--- config.mk ---
export PLATFORM = sky130hd
export DESIGN_NAME = can_busoff_recovery
export DESIGN_NICKNAME = d
export VERILOG_FILES = /design/src/rtl/can_boff_pkg.sv /design/src/rtl/boff_counters.sv /design/src/rtl/boff_control.sv /design/src/rtl/can_busoff_recovery.sv
export SDC_FILE = /design/constraint.sdc
export NUM_CORES = 1
export LEC_CHECK = 0
export ABC_AREA = 0
export BUFFER_PORTS_ARGS = -buffer_cell sky130_fd_sc_hd__buf_2
export CAP_MARGIN = 15
export CORE_ASPECT_RATIO = 1.2
export CORE_MARGIN = 4
export CORE_UTILIZATION = 60
export CTS_BUF_LIST = sky130_fd_sc_hd__clkbuf_4
export DETAILED_ROUTE_END_ITERATION = 16
export MAX_ROUTING_LAYER = met4
export PLACE_DENSITY = 0.81
export SYNTH_ARGS = -nofsm -noshare
export SYNTH_HDL_FRONTEND = slang
export SYNTH_SLANG_ARGS = --single-unit
--- constraint.sdc ---
create_clock -name clk -period 4.66 [get_ports clk]
set_input_delay 0.233 -clock clk [delete_from_list [all_inputs] [get_ports clk]]
set_output_delay 0.233 -clock clk [all_outputs]
set_load 0.02 [all_outputs]
--- src/rtl/can_boff_pkg.sv ---
package can_boff_pkg;

  // Strobes from control to datapath
  typedef struct packed {
    logic clearCnt;   // force both counters to zero
    logic countEn;    // counting allowed this cycle
  } boffCtrlT;

  // Status from datapath to control
  typedef struct packed {
    logic runDone;    // this strobe completes a recessive run
    logic lastRun;    // this strobe completes the final required run
    logic condMet;    // all required runs have been seen
  } boffStatT;

  typedef enum logic [1:0] {
    ST_ACTIVE = 2'd0,
    ST_OFF    = 2'd1,
    ST_RESYNC = 2'd2
  } boffStateT;

endpackage

--- src/rtl/boff_counters.sv ---
module boff_counters
  import can_boff_pkg::*;
#(
  parameter int RUN_LEN    = 11,
  parameter int SEQ_TARGET = 128
) (
  input  logic     clk,
  input  logic     rstN,
  input  logic     bitStrobe,
  input  logic     rxBit,
  input  boffCtrlT ctrl,
  output boffStatT stat
);

  localparam int RUN_W = $clog2(RUN_LEN);
  localparam int SEQ_W = $clog2(SEQ_TARGET + 1);
  localparam logic [RUN_W-1:0] RUN_LAST = RUN_W'(RUN_LEN - 1);
  localparam logic [SEQ_W-1:0] SEQ_FULL = SEQ_W'(SEQ_TARGET);
  localparam logic [SEQ_W-1:0] SEQ_PRE  = SEQ_W'(SEQ_TARGET - 1);

  logic [RUN_W-1:0] runCnt;
  logic [SEQ_W-1:0] seqCnt;
  logic             runEnd;

  assign runEnd = ctrl.countEn && bitStrobe && rxBit && (runCnt == RUN_LAST);

  always_ff @(posedge clk or negedge rstN) begin
    if (!rstN) begin
      runCnt <= '0;
      seqCnt <= '0;
    end else if (ctrl.clearCnt || !ctrl.countEn) begin
      runCnt <= '0;
      seqCnt <= '0;
    end else if (bitStrobe) begin
      if (!rxBit) begin
        runCnt <= '0;
      end else if (runCnt == RUN_LAST) begin
        runCnt <= '0;
        if (seqCnt != SEQ_FULL) seqCnt <= seqCnt + 1'b1;
      end else begin
        runCnt <= runCnt + 1'b1;
      end
    end
  end

  always_comb begin
    stat.runDone = runEnd;
    stat.lastRun = runEnd && (seqCnt == SEQ_PRE);
    stat.condMet = (seqCnt == SEQ_FULL);
  end

endmodule

--- src/rtl/boff_control.sv ---
module boff_control
  import can_boff_pkg::*;
(
  input  logic     clk,
  input  logic     rstN,
  input  logic     enable,
  input  logic     busOffEnter,
  input  logic     recoveryInhibit,
  input  boffStatT stat,
  output boffCtrlT ctrl,
  output logic     busOff,
  output logic     rejoinPulse,
  output logic     waitSoftware
);

  boffStateT state, nextState;
  logic      holdLatched, nextHold;
  logic      holdActive;
  logic      leave;

  assign holdActive = holdLatched && recoveryInhibit;

  always_comb begin
    nextState     = state;
    nextHold      = holdLatched;
    leave         = 1'b0;
    ctrl.clearCnt = 1'b0;
    ctrl.countEn  = enable && (state != ST_ACTIVE);
    unique case (state)
      ST_ACTIVE: begin
        if (busOffEnter) begin
          nextState     = ST_OFF;
          nextHold      = recoveryInhibit;
          ctrl.clearCnt = 1'b1;
        end
      end
      ST_OFF: begin
        if (enable && ((stat.lastRun && !holdActive) ||
                       (stat.condMet && !holdLatched))) begin
          leave = 1'b1;
        end else if (enable && stat.condMet && holdLatched && !recoveryInhibit) begin
          nextState     = ST_RESYNC;
          nextHold      = 1'b0;
          ctrl.clearCnt = 1'b1;
        end else if (!recoveryInhibit) begin
          nextHold = 1'b0;
        end
      end
      ST_RESYNC: begin
        if (enable && stat.runDone) leave = 1'b1;
      end
      default: nextState = ST_ACTIVE;
    endcase
    if (leave) begin
      nextState = ST_ACTIVE;
      nextHold  = 1'b0;
    end
  end

  always_ff @(posedge clk or negedge rstN) begin
    if (!rstN) begin
      state       <= ST_ACTIVE;
      holdLatched <= 1'b0;
      rejoinPulse <= 1'b0;
    end else begin
      state       <= nextState;
      holdLatched <= nextHold;
      rejoinPulse <= leave;
    end
  end

  assign busOff       = (state != ST_ACTIVE);
  assign waitSoftware = (state == ST_OFF) && stat.condMet && holdLatched;

endmodule

--- src/rtl/can_busoff_recovery.sv ---
module can_busoff_recovery
  import can_boff_pkg::*;
#(
  parameter int RUN_LEN    = 11,
  parameter int SEQ_TARGET = 128
) (
  input  logic clk,
  input  logic rstN,
  input  logic enable,
  input  logic bitStrobe,
  input  logic rxBit,
  input  logic busOffEnter,
  input  logic recoveryInhibit,
  output logic busOff,
  output logic rejoinPulse,
  output logic waitSoftware
);

  boffCtrlT ctrlBus;
  boffStatT statBus;

  boff_counters #(
    .RUN_LEN   (RUN_LEN),
    .SEQ_TARGET(SEQ_TARGET)
  ) uCounters (
    .clk      (clk),
    .rstN     (rstN),
    .bitStrobe(bitStrobe),
    .rxBit    (rxBit),
    .ctrl     (ctrlBus),
    .stat     (statBus)
  );

  boff_control uControl (
    .clk            (clk),
    .rstN           (rstN),
    .enable         (enable),
    .busOffEnter    (busOffEnter),
    .recoveryInhibit(recoveryInhibit),
    .stat           (statBus),
    .ctrl           (ctrlBus),
    .busOff         (busOff),
    .rejoinPulse    (rejoinPulse),
    .waitSoftware   (waitSoftware)
  );

endmodule

# After elaboration in Yosys (flattened, before gate mapping)
# Cells that the tools add are included.
# totals
register_bits,16
word_cells,76
# classes
addsub,2
eq_ne,11
mux,27
n_reduce_logical,31
# ops
cell,count
two-way mux 8 bit,5
two-way mux 4 bit,4
logical AND 1 bit,15
AND reduction 4 bit,3
two-way mux 1 bit,10
nonzero test 2 bit,5
"adder 8 x 1 -> 8 bit, second input constant",1
"equality test 8 x 7 -> 1 bit, second input constant",1
"equality test 8 bit, second input constant",1
two-way mux 2 bit,4
"inequality test 8 bit, second input constant",1
"inequality test 3 x 2 -> 1 bit, second input constant",2
case mux 1 bit (2 select lines),3
case mux 2 bit (3 select lines),1
"adder 4 x 1 -> 4 bit, second input constant",1
"equality test 4 bit, second input constant",1
zero test 1 bit,4
"inequality test 4 x 2 -> 1 bit, second input constant",1
"inequality test 3 x 1 -> 1 bit, second input constant",1
nonzero test 3 bit,1
"equality test 2 x 1 -> 1 bit, second input constant",1
"equality test 2 bit, second input constant",1
zero test 2 bit,1
logical OR 1 bit,2
"inequality test 2 x 1 -> 1 bit, second input constant",1

# Depth between registers and ports, before layout
# Gate-level depths: netlist of the first run.
# logic_depth
depth_word,14
ltp_mapped,7
ltp_nobuf,7

# Cells and area by module
# Synthesis of the first run repeated with hierarchy kept, for this count alone.
# hier_totals
cells_unflattened,123
hier_area_um2,1108.6
# by_module_without_submodules
mod,instances,cells_per_inst,area_per_inst_um2
boff_counters,1,87,787.0
boff_control,1,36,321.6

# Worst setup path before layout of the first run
# No wires, ideal clock.
# synth_path
path_kind,register to register
startpoint,register uCounters.seqCnt[0]
endpoint,register uControl.state[0]
setup_time_ns,0.079
arrival_time_ns,1.607
required_time_ns,4.581
slack_ns,2.974
path_stages_with_launch,8
synth_period_minus_slack_ns,1.686
cell_sequence,dfrtp_1 -> inv_1 -> ha_1 -> and4bb_2 -> nand4_1 -> a221o_1 -> o311ai_1 -> mux2i_1
# synth_via
elab_chain_len,9
# synth_lines
item,line_no,rtl
"start, declared",boff_counters.sv:22,logic [SEQ_W-1:0] seqCnt;
"start signal, assigned",boff_counters.sv:39,if (seqCnt != SEQ_FULL) seqCnt <= seqCnt + 1'b1;
equality test 8 x 7 -> 1 bit,boff_counters.sv:48,stat.lastRun = runEnd && (seqCnt == SEQ_PRE);
logical AND 1 bit,boff_counters.sv:48,
logical AND 1 bit,boff_control.sv:38,if (enable && ((stat.lastRun && !holdActive) ||
logical OR 1 bit,boff_control.sv:38,
logical AND 1 bit,boff_control.sv:38,
two-way mux 1 bit,boff_control.sv:38,
case mux 1 bit (2 select lines),boff_control.sv:29,unique case (state)
"inequality test 3 x 1 -> 1 bit (no line), or another cell as far along",--,
AND reduction 4 bit (no line),--,
"end signal, assigned",boff_control.sv:66,state <= nextState;
"end, declared",boff_control.sv:16,"boffStateT state, nextState;"
# Parallel ways exist; a longest one is shown, timed or not.
# A chain may end at the register's enable or synchronous reset.

# Worst setup path after layout of the first run
# layout_path
startpoint,register uCounters.seqCnt[0]
endpoint,register uCounters.seqCnt[4]
# layout_via
elab_chain_len,10
# layout_lines
item,line_no,rtl
equality test 8 bit / equality test 8 x 7 -> 1 bit (equally long branches),"boff_counters.sv:49, boff_counters.sv:48",
"logical AND 1 bit, on equally long branches","boff_control.sv:41, boff_counters.sv:48",
"logical AND 1 bit, on equally long branches","boff_control.sv:41, boff_control.sv:38",
logical AND 1 bit / logical OR 1 bit (equally long branches),"boff_control.sv:41, boff_control.sv:38",
two-way mux 1 bit / logical AND 1 bit (equally long branches),"boff_control.sv:41, boff_control.sv:38",
two-way mux 1 bit,boff_control.sv:38,
case mux 1 bit (2 select lines),boff_control.sv:29,
logical OR 1 bit,boff_counters.sv:31,end else if (ctrl.clearCnt || !ctrl.countEn) begin
nonzero test 2 bit (no line),--,
AND reduction 4 bit (no line),--,
# Parallel ways exist; a longest one is shown, timed or not. The select of a mux whose other input is x is not followed.

==> results.yml, run 1 <==
yosys:
  yosys_most_used_dff: "sky130_fd_sc_hd__dfrtp_1"
  synth_cell_types: 35
  syn-instance-count: 113
  synth.ff_latch_count: 16
  ys_seq_area_frac: 0.379
  number_of_synthesized_flops_with_an_enable_pin: 0
  netlist_area_sq_um: 1060
  synth.yosys.warnings: 0
  synth_async_sr_flop_share: 1.00
  synthesis.nets: 128
  syn-mean-instance-area_sq_um: 9.36
final_layout:
  sequential_cell_area_sq_um: 400
  final_layout_size_suffix_gt1_frac: 0.151
  final_cell_mix: "sky130_fd_sc_hd__nor2_1 (18), sky130_fd_sc_hd__dfrtp_1 (16), sky130_fd_sc_hd__inv_1 (10), sky130_fd_sc_hd__buf_2 (9), sky130_fd_sc_hd__ha_1 (8)"
  fill_cells: 126
  area_delta_synth_final_pct: 9.35
  layout_commonest_cell: "sky130_fd_sc_hd__nor2_1"
  antennaDiodeCount: 0
  multiInputGateArea_sq_um: 614
  finish.net_count: 142
  layout.cell_area.non_filler_sq_um: 1160
place:
  count_of_input_and_output_buffers: 9
  dp.final_hpwl_um: 1700
  dpl_cell_area_sq_um: 1120
  gp_congestion: 0.897
setup_path:
  critPathMaxFanout: 12
  worstPathArrival_ns: 2.20
  timing.setup.critical_path_class: "reg2reg"
  critical_path.endpoint_type: "register"
  r2r_slack_ns: 2.61
  cp_data_required_time_ns: 4.81
  critPathLaunchType: "register"
floorplan:
  io-pin-count: 10
  num_rows: 16
  core_area_sq_um: 1660
  design.die.area_sq_um: 2500
  vertical_extent_of_the_die_um: 54.0
  width_of_the_die_um: 46.3
  initial_utilization: 0.636
clock_network:
  cts_buffer_depth: 2
  tritoncts_clock_tree: "done"
  cts-htree-levels: 1
  clkSinkCount: 16
  clkTransAtPathRegs_ns: 0.10
  clock_insertion_delay_worst_skew_ns: 0.30
  cts_inserted_buffers: 3
  cts_root_buf: "sky130_fd_sc_hd__clkbuf_4"
pwr:
  p_leak_nw: 0.541
  power.density_nw_per_um2: 204
  power.ir.vdd_worst_mv: 0.173
sta:
  report.final.hold_viol_count: 0
  fmax_mhz: 487
  clock_skew_ns: 0.0131
  final.min_clock_period_ns: 2.05
  worstMarginPinSlew_ns: 0.833
  unrepaired_setup_endpoints_after_global_routing: "no"
  fin_tns_setup_ns: 0
  period_share: 0.440
  finalSetupViolations: 0
  finalMaxSlewViolations: 0
  slew_headroom: 0.441
route:
  wl_um: 2220
  detail_route.iter0.violations: 34
  drc: 0
  final_antenna_net_count: 0
  drt_pre_antenna_iters: 4
  drt-wirelength-per-cell_um: 15.4
  drt-vias-per-instance: 6.24
  vias: 899
global_routing:
  first_global_vias: 835
  globalRouteOverflowTotal: 0
  grt_antenna_before_repair: 0
  grt_max_degree: 17
  grt_first_pass_wirelength_um: 3610
  grt_usage: 0.210
worst_hold_path:
  min_path_type: "in2reg"
job:
  max_cap_viol_count: 0
outcome:
  status: "finished, final reports clean"
-- cells by family (layout without fill, tap and decap cells) --
kind of cell,after synthesis,after routing,share of synthesized area
AND/OR/NAND/NOR,52,52,0.272
AO/OA/AOI/OAI,16,16,0.128
flip-flops,16,16,0.379
buffers and inverters,11,24,0.0402
adder cells (fa/ha/maj),8,8,0.0947
XOR/XNOR,7,7,0.0580
multiplexers,3,3,0.0284
-- layer usage --
layer | wire [um] | vias up | GRT usage | part of all wire
li1 | - | 422 | - | -
met1 | 913 | 442 | 0.243 | 0.41
met2 | 1170 | 30 | 0.362 | 0.53
met3 | 112 | 5 | 0.0301 | 0.050
met4 | 28 | 0 | 0.0711 | 0.013
met5 | 0 | - | - | 0
-- worst max-delay path, stage by stage (launching register included) --
cell and delay [ns]:
sky130_fd_sc_hd__dfrtp_1 0.46, sky130_fd_sc_hd__inv_1 0.09, sky130_fd_sc_hd__ha_1 0.13, sky130_fd_sc_hd__and4bb_2 0.29, sky130_fd_sc_hd__nand2_2 0.10, sky130_fd_sc_hd__o31ai_2 0.72
sky130_fd_sc_hd__nor2_1 0.12
-- sequential cells by signal, indices dropped and copies added (netlist names) --
register	count
uControl.holdLatched	1
uControl.rejoinPulse	1
uControl.state	2
uCounters.runCnt	4
uCounters.seqCnt	8
-- through the flow --
stage | std cells | util | setup WS, ns | power, W | hold slack [ns]
after floorplan | 113 | - | 2.97 | 0.000150 | -0.0626
after global placement | 139 | 0.674 | 2.66 | 0.000158 | 0.160
after detailed placement | 139 | 0.674 | 2.59 | 0.000159 | 0.164
after CTS | 144 | 0.696 | 2.59 | 0.000237 | 0.264
after global routing | 144 | 0.696 | 2.36 | 0.000244 | 0.274
final | 144 | 0.696 | 2.61 | 0.000235 | 0.257
-- Yosys cell counts, types with 2 or more instances --
master	instances	area [sq um]
sky130_fd_sc_hd__xnor2_1	3	26.3
sky130_fd_sc_hd__or3_1	2	12.5
sky130_fd_sc_hd__o21ai_0	2	10.0
sky130_fd_sc_hd__nand4_1	5	31.3
sky130_fd_sc_hd__nor2_1	18	67.6
sky130_fd_sc_hd__inv_1	10	37.5
sky130_fd_sc_hd__nand2_1	6	22.5
sky130_fd_sc_hd__dfrtp_1	16	400
sky130_fd_sc_hd__ha_1	8	100
sky130_fd_sc_hd__xor2_1	4	35.0
sky130_fd_sc_hd__a21oi_1	4	20.0
sky130_fd_sc_hd__mux2i_1	3	30.0
sky130_fd_sc_hd__nor3b_1	2	15.0
sky130_fd_sc_hd__nand3_1	5	25.0
sky130_fd_sc_hd__and3_1	3	18.8
sky130_fd_sc_hd__nor2b_1	3	18.8
-- report_power, final --
group          internal, W  switching, W
clock            0.0000312     0.0000475
combinational   0.00000527     0.0000111
sequential        0.000139   0.000000916
-- final timing paths --
kind                                                 startpoint                          endpoint  cells past startpoint
worst max-delay path            uCounters.seqCnt[0]$_DFFE_PN0P_   uCounters.seqCnt[4]$_DFFE_PN0P_                      6
worst min-delay path                            recoveryInhibit  uControl.holdLatched$_DFFE_PN0P_                      3
worst max register to register  uCounters.seqCnt[0]$_DFFE_PN0P_   uCounters.seqCnt[4]$_DFFE_PN0P_                      6
worst min register to register    uControl.state[1]$_DFFE_PN0P_     uControl.state[1]$_DFFE_PN0P_                      2
max in group asynchronous                                  rstN   uCounters.seqCnt[7]$_DFFE_PN0P_                      2
min in group asynchronous                                  rstN    uControl.rejoinPulse$_DFF_PN0_                      2
-- layout make-up --
cell class	instances	share of cell area
Timing Repair Buffer	10	0.0476
Inverter	10	0.0325
Clock inverter	1	0.00325
Clock buffer	3	0.0195
Sequential cell	16	0.346
Multi-Input combinational cell	86	0.531
Tap cell	18	0.0195
-- repair_timing --
item / 4_1_cts / 5_1_grt
setup buffers: 0 / 0
resized for setup: 0 / 0
hold buffers: 1 / 0
endpoints found under the hold margin: 16 / 0
Power figures use the tool's default switching activity.
==> run 2, diff against run 1 <==
--- a/config.mk
+++ b/config.mk
@@ -10,11 +10,11 @@
 export CAP_MARGIN = 15
 export CORE_ASPECT_RATIO = 1.2
 export CORE_MARGIN = 4
-export CORE_UTILIZATION = 60
+export CORE_UTILIZATION = 54
 export CTS_BUF_LIST = sky130_fd_sc_hd__clkbuf_4
 export DETAILED_ROUTE_END_ITERATION = 16
 export MAX_ROUTING_LAYER = met4
-export PLACE_DENSITY = 0.81
+export PLACE_DENSITY = 0.77
 export SYNTH_ARGS = -nofsm -noshare
 export SYNTH_HDL_FRONTEND = slang
 export SYNTH_SLANG_ARGS = --single-unit
==> constraint.sdc (replaced) <==
create_clock -name clk -period 1.7 [get_ports clk]
set_input_delay 0.085 -clock clk [delete_from_list [all_inputs] [get_ports clk]]
set_output_delay 0.085 -clock clk [all_outputs]
set_load 0.02 [all_outputs]
==> run 2 against run 1 <==
Net effect:
- the flow now finishes with violations (setup timing)
- die area is 9.3% higher
- non-clock buffer count is 16 higher
- worst hold slack worse by 0.12 ns
- sequential power grew to 2.7 times the previous value
- first-iteration DRC count is 38% lower
- critical endpoint is now uCounters.seqCnt[7]$_DFFE_PN0P_
- setup slack worse by 2.7 ns
==> results.yml, run 2 (same netlist as run 1, synthesis figures left out) <==
clock_network:
  cts-htree-levels: 1
  cts_root_buf: "sky130_fd_sc_hd__clkbuf_4"
  tritoncts_clock_tree: "done"
  clkSinkCount: 16
  cts_buffer_depth: 2
  clock_insertion_delay_worst_skew_ns: 0.30
  clkTransAtPathRegs_ns: 0.09
  cts_inserted_buffers: 3
sta:
  finalSetupViolations: 7
  finalMaxSlewViolations: 0
  report.final.hold_viol_count: 0
  period_share: 1.05
  clock_skew_ns: 0.0103
  unrepaired_setup_endpoints_after_global_routing: "yes"
  fmax_mhz: 563
  worstMarginPinSlew_ns: 0.363
  final.min_clock_period_ns: 1.78
  timing.final.ws_setup_ns: -0.0775
  fin_tns_setup_ns: -0.224
  slew_headroom: 0.758
setup_path:
  cp_data_required_time_ns: 1.90
  critPathMaxFanout: 5
  path_delay_family: "simple AND/OR/NAND/NOR gates"
  worstPathArrival_ns: 1.98
  critical_path.endpoint_type: "register"
  startpoint_of_the_worst_setup_timing_path: "uCounters.seqCnt[1]$_DFFE_PN0P_"
  worst_path_max_delay_cell: "sky130_fd_sc_hd__dfrtp_1"
  path_cells: "inv_2, ha_4, and4bb_2, buf_6, a211oi_4, nand4_1, xor2_1, nor2_1"
  timing.setup.critical_path_class: "reg2reg"
  reg2reg_from: "uCounters.seqCnt[1]$_DFFE_PN0P_"
  critPathLaunchType: "register"
  worst_path_largest_cell_delay_ns: 0.37
  cp.buffers_inverters: 2
floorplan:
  width_of_the_die_um: 48.4
  vertical_extent_of_the_die_um: 56.5
  design.die.area_sq_um: 2730
  num_rows: 17
  initial_utilization: 0.571
  core_area_sq_um: 1850
  io-pin-count: 10
route:
  drt-wirelength-per-cell_um: 15.0
  drc: 0
  vias: 930
  wl_um: 2390
  detail_route.iter0.violations: 21
  drt_pre_antenna_iters: 4
  final_antenna_net_count: 0
  drt-vias-per-instance: 5.81
final_layout:
  finish.net_count: 158
  layout_commonest_cell: "sky130_fd_sc_hd__nor2_1"
  flip_flop_count_of_the_largest_register_after_layout: 8
  area_delta_synth_final_pct: 27.8
  final_layout_size_suffix_gt1_frac: 0.362
  final_cell_mix: "sky130_fd_sc_hd__nor2_1 (16), sky130_fd_sc_hd__buf_4 (15), sky130_fd_sc_hd__dfrtp_1 (15), sky130_fd_sc_hd__inv_1 (8), sky130_fd_sc_hd__buf_2 (8)"
  layout.cell_area.non_filler_sq_um: 1350
  max_flop_register: "uCounters.seqCnt"
  top_flop_regs: "uCounters.seqCnt (8), uCounters.runCnt (4), uControl.state (2)"
  antennaDiodeCount: 0
pwr:
  power.density_nw_per_um2: 473
  p_sw_frac: 0.245
  power.ir.vdd_worst_mv: 0.466
  power.clock.fraction: 0.320
  seq_power_share: 0.599
  p_sw_w: 0.000157
  p_leak_nw: 0.629
  combPwrFrac: 0.082
  cell_internal_pwr_w: 0.000483
place:
  count_of_input_and_output_buffers: 9
  dpl_cell_area_sq_um: 1200
  dp.final_hpwl_um: 1630
  gp_congestion: 0.818
  post-place-ws_ns: -0.0184
global_routing:
  globalRouteOverflowTotal: 0
  grt_max_degree: 17
  first_global_vias: 915
  grt_antenna_before_repair: 0
  grt_first_pass_wirelength_um: 3920
  grt_usage: 0.182
job:
  max_cap_viol_count: 0
worst_hold_path:
  min_path_type: "in2reg"
  holdCritStartpoint: "recoveryInhibit"
outcome:
  status: "complete, but fails checks"
  violated_checks: "setup timing"
## run 2: cell types whose count changed in the layout (fill, tap and decap cells not counted), moves of 2 or more
cell,previous run,this run
sky130_fd_sc_hd__ha_1,8,6
sky130_fd_sc_hd__buf_4,0,15
sky130_fd_sc_hd__buf_6,0,2
sky130_fd_sc_hd__nor2_2,0,2
sky130_fd_sc_hd__inv_1,10,8
sky130_fd_sc_hd__inv_2,0,2
sky130_fd_sc_hd__nor2_1,18,16
## run 2: final cells by class
class / instances / area, sq um
Multi-Input combinational cell: 86 / 681
Fill cell: 142 / 499
Sequential cell: 16 / 402
Timing Repair Buffer: 26 / 185
Inverter: 10 / 37.5
Tap cell: 19 / 23.8
Clock buffer: 3 / 22.5
## run 2: worst reg2reg max path: stages (launching register included)
cell,delay [ns]
sky130_fd_sc_hd__dfrtp_1,0.37
sky130_fd_sc_hd__inv_2,0.06
sky130_fd_sc_hd__ha_4,0.14
sky130_fd_sc_hd__and4bb_2,0.26
sky130_fd_sc_hd__buf_6,0.13
sky130_fd_sc_hd__a211oi_4,0.31
sky130_fd_sc_hd__nand4_1,0.19
sky130_fd_sc_hd__xor2_1,0.18
sky130_fd_sc_hd__nor2_1,0.05
## run 2: final timing paths
kind	to	slack, ns	cells past startpoint
setup / recovery	uCounters.seqCnt[7]$_DFFE_PN0P_	-0.08	8
hold / removal	uControl.holdLatched$_DFFE_PN0P_	0.14	3
setup reg to reg	uCounters.seqCnt[7]$_DFFE_PN0P_	-0.08	8
hold reg to reg	uCounters.runCnt[1]$_DFFE_PN0P_	0.58	2
max in group asynchronous	uCounters.seqCnt[2]$_DFFE_PN0P_	1.19	2
min in group asynchronous	uCounters.seqCnt[6]$_DFFE_PN0P_	0.21	2
## run 2: power groups by stage
| stage | Combinational, W | Sequential [W] | Clock [W] |
|---|---|---|---|
| 6_report | 0.0000523 | 0.000383 | 0.000204 |
| 5_1_grt | 0.0000589 | 0.000384 | 0.000230 |
| 4_1_cts | 0.0000503 | 0.000383 | 0.000204 |
| 3_5_place_dp | 0.0000478 | 0.000391 | 0 |
| 3_3_place_gp | 0.0000468 | 0.000391 | 0 |
| 2_1_floorplan | 0.0000200 | 0.000391 | 0 |
## run 2: repair_timing
action | 4_1_cts | 5_1_grt
endpoints found under the hold margin | 16 | 0
resized for setup | 8 | 12
gates cloned | 0 | 0
endpoints found under the setup margin | 1 | 10
buffers inserted | 2 | 3
hold buffers | 1 | 0
pin swaps | 8 | 10
## run 2: layer usage
| layer | share of wire | track usage | vias up |
|---|---|---|---|
| met4 | 0.028 | 0.0751 | 0 |
| li1 | - | - | 456 |
| met1 | 0.41 | 0.207 | 433 |
| met3 | 0.049 | 0.0265 | 8 |
| met5 | 0 | - | - |
| met2 | 0.51 | 0.315 | 33 |
## run 2: through the flow
| stage | power (W) | hold WS [ns] | util | cells |
|---|---|---|---|---|
| final | 0.000640 | 0.135 | 0.730 | 160 |
| after global routing | 0.000673 | 0.141 | 0.730 | 160 |
| after CTS | 0.000638 | 0.131 | 0.692 | 157 |
| after detailed placement | 0.000438 | 0.0169 | 0.650 | 151 |
| after global placement | 0.000437 | 0.0152 | 0.650 | 151 |
| after floorplan | 0.000411 | -0.211 | - | 113 |
